[src/rtl/sbu_pkg.sv]
package sbu_pkg;
    // Classification of one processor's arrival at one barrier slot
    typedef enum logic [1:0] {
        REJ_NONE      = 2'd0,
        REJ_DUP       = 2'd1,
        REJ_NONMEMBER = 2'd2,
        REJ_CFG       = 2'd3
    } rej_e;
endpackage

[src/rtl/sbu_arr_dec.sv]
module sbu_arr_dec #(
    parameter int N_PROC = 4,
    parameter int N_BAR  = 4,
    parameter int ID_W   = 2
) (
    input  logic [N_PROC-1:0]      arr_valid,
    input  logic [N_PROC*ID_W-1:0] arr_id,
    output logic [N_BAR*N_PROC-1:0] req_flat
);
    // req_flat[b*N_PROC + p] : processor p arrives at barrier b
    always_comb begin
        req_flat = '0;
        for (int p = 0; p < N_PROC; p++) begin
            for (int b = 0; b < N_BAR; b++) begin
                if (arr_valid[p] && (int'(arr_id[p*ID_W +: ID_W]) == b))
                    req_flat[b*N_PROC + p] = 1'b1;
            end
        end
    end
endmodule

[src/rtl/sbu_slot.sv]
module sbu_slot
    import sbu_pkg::*;
#(
    parameter int N_PROC = 4
) (
    input  logic              clk,
    input  logic              rst_n,
    input  logic [N_PROC-1:0] req,
    input  logic              cfg_we,
    input  logic [N_PROC-1:0] cfg_mask,
    output logic [N_PROC-1:0] nxt_arr,
    output logic [N_PROC-1:0] rej,
    output logic              done,
    output logic              sense
);
    typedef struct packed {
        logic [N_PROC-1:0] arr;
        logic [N_PROC-1:0] mask;
        logic              sense;
        logic              done;
    } slot_t;

    slot_t             q, d;
    rej_e              cls [N_PROC];
    logic [N_PROC-1:0] acc_d;
    logic [N_PROC-1:0] merged_d;

    always_comb begin
        d     = q;
        d.done = 1'b0;
        acc_d = '0;
        rej   = '0;
        for (int p = 0; p < N_PROC; p++) begin
            if (!req[p])               cls[p] = REJ_NONE;
            else if (cfg_we)           cls[p] = REJ_CFG;
            else if (!q.mask[p])       cls[p] = REJ_NONMEMBER;
            else if (q.arr[p])         cls[p] = REJ_DUP;
            else begin
                cls[p]   = REJ_NONE;
                acc_d[p] = 1'b1;
            end
            rej[p] = (cls[p] != REJ_NONE);
        end
        merged_d = q.arr | acc_d;
        if (cfg_we) begin
            d.mask = cfg_mask;
            d.arr  = '0;
        end else if ((|acc_d) && ((merged_d & q.mask) == q.mask)) begin
            d.arr   = '0;
            d.sense = ~q.sense;
            d.done  = 1'b1;
        end else begin
            d.arr = merged_d;
        end
    end

    always_ff @(posedge clk) begin
        if (!rst_n) begin
            q.arr   <= '0;
            q.mask  <= '1;
            q.sense <= 1'b0;
            q.done  <= 1'b0;
        end else begin
            q <= d;
        end
    end

    assign nxt_arr = d.arr;
    assign done    = q.done;
    assign sense   = q.sense;

    AST_CLEAR_ON_DONE: assert property (@(posedge clk) disable iff (!rst_n)
        q.done |-> (q.arr == '0));
    AST_SENSE_FLIP: assert property (@(posedge clk) disable iff (!rst_n)
        q.done |-> (q.sense != $past(q.sense)));
    AST_MEMBER_ONLY: assert property (@(posedge clk) disable iff (!rst_n)
        ((q.arr & ~q.mask) == '0));
    AST_DONE_NEEDS_ARRIVAL: assert property (@(posedge clk) disable iff (!rst_n)
        q.done |-> ($past(|req) && !$past(cfg_we)));
endmodule

[src/rtl/sbu_wait_port.sv]
module sbu_wait_port #(
    parameter int N_BAR = 4,
    parameter int ID_W  = 2
) (
    input  logic             clk,
    input  logic             rst_n,
    input  logic             wait_valid,
    input  logic [ID_W-1:0]  wait_id,
    input  logic [N_BAR-1:0] pend_col,
    output logic             wait_ok
);
    typedef struct packed {
        logic ok;
    } wp_t;

    wp_t q, d;

    always_comb begin
        d.ok = 1'b0;
        if (wait_valid && (int'(wait_id) < N_BAR))
            d.ok = ~pend_col[wait_id];
    end

    always_ff @(posedge clk) begin
        if (!rst_n) q.ok <= 1'b0;
        else        q    <= d;
    end

    assign wait_ok = q.ok;

    AST_OK_FOLLOWS_REQ: assert property (@(posedge clk) disable iff (!rst_n)
        q.ok |-> $past(wait_valid));
endmodule

[src/rtl/split_barrier_unit.sv]
module split_barrier_unit #(
    parameter int N_PROC = 4,
    parameter int N_BAR  = 4,
    parameter int ID_W   = (N_BAR > 1) ? $clog2(N_BAR) : 1
) (
    input  logic                   clk,
    input  logic                   rst_n,
    input  logic                   cfg_we,
    input  logic [ID_W-1:0]        cfg_id,
    input  logic [N_PROC-1:0]      cfg_mask,
    input  logic [N_PROC-1:0]      arr_valid,
    input  logic [N_PROC*ID_W-1:0] arr_id,
    input  logic [N_PROC-1:0]      wait_valid,
    input  logic [N_PROC*ID_W-1:0] wait_id,
    output logic [N_PROC-1:0]      wait_ok,
    output logic [N_PROC-1:0]      arr_err,
    output logic [N_BAR-1:0]       bar_done,
    output logic [N_BAR-1:0]       bar_sense
);
    localparam int REQ_W = N_BAR * N_PROC;

    typedef struct packed {
        logic [N_PROC-1:0] err;
    } top_t;

    logic [REQ_W-1:0]  req_flat;
    logic [REQ_W-1:0]  nxt_flat;
    logic [REQ_W-1:0]  rej_flat;
    top_t              q, d;

    sbu_arr_dec #(.N_PROC(N_PROC), .N_BAR(N_BAR), .ID_W(ID_W)) u_dec (
        .arr_valid (arr_valid),
        .arr_id    (arr_id),
        .req_flat  (req_flat)
    );

    for (genvar b = 0; b < N_BAR; b++) begin : g_slot
        sbu_slot #(.N_PROC(N_PROC)) u_slot (
            .clk      (clk),
            .rst_n    (rst_n),
            .req      (req_flat[b*N_PROC +: N_PROC]),
            .cfg_we   (cfg_we && (int'(cfg_id) == b)),
            .cfg_mask (cfg_mask),
            .nxt_arr  (nxt_flat[b*N_PROC +: N_PROC]),
            .rej      (rej_flat[b*N_PROC +: N_PROC]),
            .done     (bar_done[b]),
            .sense    (bar_sense[b])
        );
    end

    for (genvar p = 0; p < N_PROC; p++) begin : g_wait
        logic [N_BAR-1:0] pend_col;
        for (genvar b = 0; b < N_BAR; b++) begin : g_col
            assign pend_col[b] = nxt_flat[b*N_PROC + p];
        end
        sbu_wait_port #(.N_BAR(N_BAR), .ID_W(ID_W)) u_wp (
            .clk        (clk),
            .rst_n      (rst_n),
            .wait_valid (wait_valid[p]),
            .wait_id    (wait_id[p*ID_W +: ID_W]),
            .pend_col   (pend_col),
            .wait_ok    (wait_ok[p])
        );
    end

    always_comb begin
        d.err = '0;
        for (int b = 0; b < N_BAR; b++)
            d.err = d.err | rej_flat[b*N_PROC +: N_PROC];
    end

    always_ff @(posedge clk) begin
        if (!rst_n) q.err <= '0;
        else        q     <= d;
    end

    assign arr_err = q.err;

    AST_ERR_NEEDS_ARRIVAL: assert property (@(posedge clk) disable iff (!rst_n)
        ((q.err & ~$past(arr_valid)) == '0));
endmodule

[config.mk]
export PLATFORM = sky130hd
export DESIGN_NAME = split_barrier_unit
export DESIGN_NICKNAME = d
export VERILOG_FILES = /design/src/rtl/sbu_pkg.sv /design/src/rtl/sbu_arr_dec.sv /design/src/rtl/sbu_slot.sv /design/src/rtl/sbu_wait_port.sv /design/src/rtl/split_barrier_unit.sv
export SDC_FILE = /design/constraint.sdc
export NUM_CORES = 1
export LEC_CHECK = 0
export ABC_CLOCK_PERIOD_IN_PS = 3400
export BUFFER_PORTS_ARGS = -buffer_cell sky130_fd_sc_hd__buf_2
export CELL_PAD_IN_SITES_DETAIL_PLACEMENT = 0
export CELL_PAD_IN_SITES_GLOBAL_PLACEMENT = 1
export CORE_ASPECT_RATIO = 1.5
export CORE_MARGIN = 2
export CORE_UTILIZATION = 43
export CTS_CLUSTER_DIAMETER = 50
export DETAILED_ROUTE_END_ITERATION = 10
export PLACE_DENSITY = 0.85
export SYNTH_ARGS = -nofsm -noshare
export SYNTH_HDL_FRONTEND = slang
export SYNTH_SLANG_ARGS = --single-unit
[constraint.sdc]
create_clock -name clk -period 3.4 [get_ports clk]
set_input_delay 0.17 -clock clk [delete_from_list [all_inputs] [get_ports clk]]
set_output_delay 0.17 -clock clk [all_outputs]
set_load 0.1 [all_outputs]
==> results.sh <==
export IMPL_synth_cell_type_count=46
export IMPL_setup_viol=0
export IMPL_nets=380
export IMPL_top_usage_layer="met2"
export IMPL_cts_max_level=2
export IMPL_rsz0062_at_grt="false"
export IMPL_yosys_area_top_type_share_pct=39.3
export IMPL_drive_above_1_share_pct=19.5
export IMPL_fin_util_pct=49.8
export IMPL_swShare_pct=30.7
export IMPL_final_cell_mix="nand2_1, dfxtp_1, buf_2"
export IMPL_syn_area_per_cell_sq_um=7.78
export IMPL_max_stage_delay_ns=0.61
export IMPL_cts_resized_gates=0
export IMPL_path_max_fanout=4
export IMPL_synth_edff_count=0
export IMPL_antenna_found_initial=0
export IMPL_insertion_delay_ns=0.30
export IMPL_arrival_ns=2.12
export IMPL_clockBufferDepth=2
export IMPL_maxCapViolations=0
export IMPL_slowest_stage="a211oi_1"
export IMPL_synthArstFlopShare_pct=0
export IMPL_post_synth_top_area_cell="dfxtp_1"
export IMPL_synth_net_count=347
export IMPL_wire_per_inst_um=17.0
export IMPL_io_pin_count=49
export IMPL_dr_pass1_iters=4
export IMPL_yosys_area_share_simple_pct=34.2
export IMPL_antenna_left=0
export IMPL_diodes=0
export IMPL_synth_area_sq_um=2440
export IMPL_synth_top_family_by_area="simple AND/OR/NAND/NOR gates"
export IMPL_status="finished clean"
export IMPL_cp_required_ns=3.61
export IMPL_slew_headroom_pct=44.3
export IMPL_period_minus_slack_ns=1.90
export IMPL_p_seq_share_pct=50.7
export IMPL_syn_inst=314
export IMPL_synth_ff_type="dfxtp_1"
export IMPL_critPathLaunchType="flop"
export IMPL_critPathTopFamily="compound AO/OA/AOI/OAI gates"
export IMPL_initial_utilization_pct=44.5
export IMPL_die_h_um=96.3
export IMPL_portBuffers=48
export IMPL_end_kind="flop"
export IMPL_cp_cell_sequence="nor2b_1 -> o32ai_1 -> a211oi_1 -> nor2_1 -> nor4_1"
export IMPL_cts_buffers=5
export IMPL_grtUsageMet3_pct=3.27
export IMPL_hold_viol=0
export IMPL_grtUsageMet1_pct=26.8
export IMPL_die_x_um=65.5
export IMPL_layout_commonest_cell="nand2_1"
export IMPL_first_iter_violations=157
export IMPL_grt_max_degree=29
export IMPL_vias_per_cell=5.70
export IMPL_leakage_nw=1.21
export IMPL_synth_warnings=0
export IMPL_fmax_mhz=525
export IMPL_ctsHoldBuffers=0
export IMPL_cts_root_buf="clkbuf_8"
export IMPL_drc=0
export IMPL_p_per_area_nw_per_um2=435
export IMPL_worst_slack_ns=1.50
export IMPL_final_max_slew_viol_count=0
export IMPL_synth_area_top_cells="dfxtp_1, nand2_1, a21oi_1"
export IMPL_place_area_sq_um=2650
export IMPL_yosys_area_share_adder_pct=0
export IMPL_die_area_sq_um=6310
export IMPL_synth_seq_cells=48
export IMPL_intPower_w=0.000825
export IMPL_postCtsSetupRepairBufs=0
export IMPL_grt_pass1_wl_um=11700
export IMPL_coreArea_sq_um=5490
export IMPL_pwr_share_comb_pct=19.7
export IMPL_switchingPower_w=0.000365
export IMPL_clockPowerShare_pct=29.6
export IMPL_cts_tree="built"
export IMPL_grt_overflow=0
export IMPL_area_growth_pct=12.0
export IMPL_grt_usage_pct=24.7
export IMPL_synthMuxAreaShare_pct=0
export IMPL_use_met2_pct=46.5
export IMPL_finalSetupTns_ns=0
export IMPL_grt_pass1_vias=2425
export IMPL_clock_skew_ns=0.00551
export IMPL_synth_compound_area_share_pct=20.0
export IMPL_path_buf_inv=0
export IMPL_ir_drop_mv=0.261
export IMPL_hold_class="in -> reg"
export IMPL_rows=33
export IMPL_synth_xor_area_share_pct=0
export IMPL_fin_crit_sh_pct=56.0
export IMPL_worstMarginPinSlew_ns=0.833
export IMPL_yosysSeqAreaShare_pct=39.3
export IMPL_cts_sinks=48
export IMPL_critPathKind="reg -> reg"
export IMPL_finalWirelength_um=7100
export IMPL_place_ws_ns=1.51
export IMPL_dp_hpwl_um=5530
export IMPL_num_vias=2382
export IMPL_clk_pin_slew_ns=0.09
export IMPL_gp_congestion=0.909
export IMPL_final_area_sq_um=2740
path summary, 6_finish.rpt:
kind	start	end	slack (ns)	depth (start not counted)
worst max-delay path	g_slot[0].u_slot.q[2]	g_wait[0].u_wp.wait_ok	1.50	5
worst min-delay path	cfg_mask[3]	g_slot[1].u_slot.q[5]	0.16	3
worst max register to register	g_slot[0].u_slot.q[2]	g_wait[0].u_wp.wait_ok	1.50	5
worst min register to register	g_slot[3].u_slot.sense	g_slot[3].u_slot.sense	0.49	2
worst min-delay path, stage by stage:
cell	delay [ns]
buf_2	0.14
nand2_1	0.06
nand3_1	0.07
per-stage QoR:
| stage | total power [W] | hold WS [ns] | std cells |
|---|---|---|---|
| 2_1_floorplan | 0.000776 | 0.294 | 314 |
| 3_3_place_gp | 0.000847 | 0.459 | 410 |
| 3_5_place_dp | 0.000848 | 0.473 | 410 |
| 4_1_cts | 0.00119 | 0.159 | 418 |
| 5_1_grt | 0.00124 | 0.179 | 418 |
| 6_report | 0.00119 | 0.165 | 418 |
routing by layer:
metal	up-vias	part of all wire [%]
li1	1179	-
met1	1130	40
met2	61	53
met3	12	4.1
met4	0	2.4
met5	-	0
power by group through the flow:
| stage | clock network [W] | registers, W | logic, W |
|---|---|---|---|
| 4_1_cts | 0.000356 | 0.000603 | 0.000233 |
| 5_1_grt | 0.000377 | 0.000607 | 0.000256 |
| 3_5_place_dp | 0 | 0.000616 | 0.000232 |
| 6_report | 0.000352 | 0.000603 | 0.000234 |
| 3_3_place_gp | 0 | 0.000615 | 0.000231 |
| 2_1_floorplan | 0 | 0.000630 | 0.000147 |
Yosys cell counts (2+ instances only):
master    number
nor3b_1        5
inv_1          7
o211ai_1       4
a41oi_1        2
o32ai_1        3
a211o_1        2
nor3_1        12
nand3b_1       5
and3_1         4
a22o_1         2
and2b_2        2
nor2b_1       11
nand2_1       49
a21oi_1       28
o21ai_0        7
dfxtp_1       48
o311ai_0       2
or3_1          4
o22ai_1        3
or3b_2         2
clkbuf_1      11
nor4_1         3
o41ai_1        6
a31oi_1        5
a21boi_0       2
and3b_1        3
buf_4         12
or2_2          2
nor2_1        26
nand2b_1       5
and3_2         2
nand3_1       21
logic make-up (layout without fill, tap and decap cells):
logic type | Yosys count | count (layout)
AOI/OAI and AO/OA | 74 | 74
and+or+nand+nor | 162 | 162
DFF | 48 | 48
buffers and inverters | 30 | 64
state kept, by name (all words and copies together), names as in the netlist:
name,flops
g_slot.u_slot.done,4
arr_err,4
g_wait.u_wp.wait_ok,4
g_slot.u_slot.q,32
g_slot.u_slot.sense,4
area by class of cell:
class / instances / area (sq um)
inverters: 7 / 26.3
clock buffers: 8 / 90.1
well taps: 70 / 87.6
flip-flops and latches: 48 / 961
multi-input cells: 236 / 1320
repair buffers: 49 / 248
fillers: 569 / 2760
(Power assumes the default switching activity.)
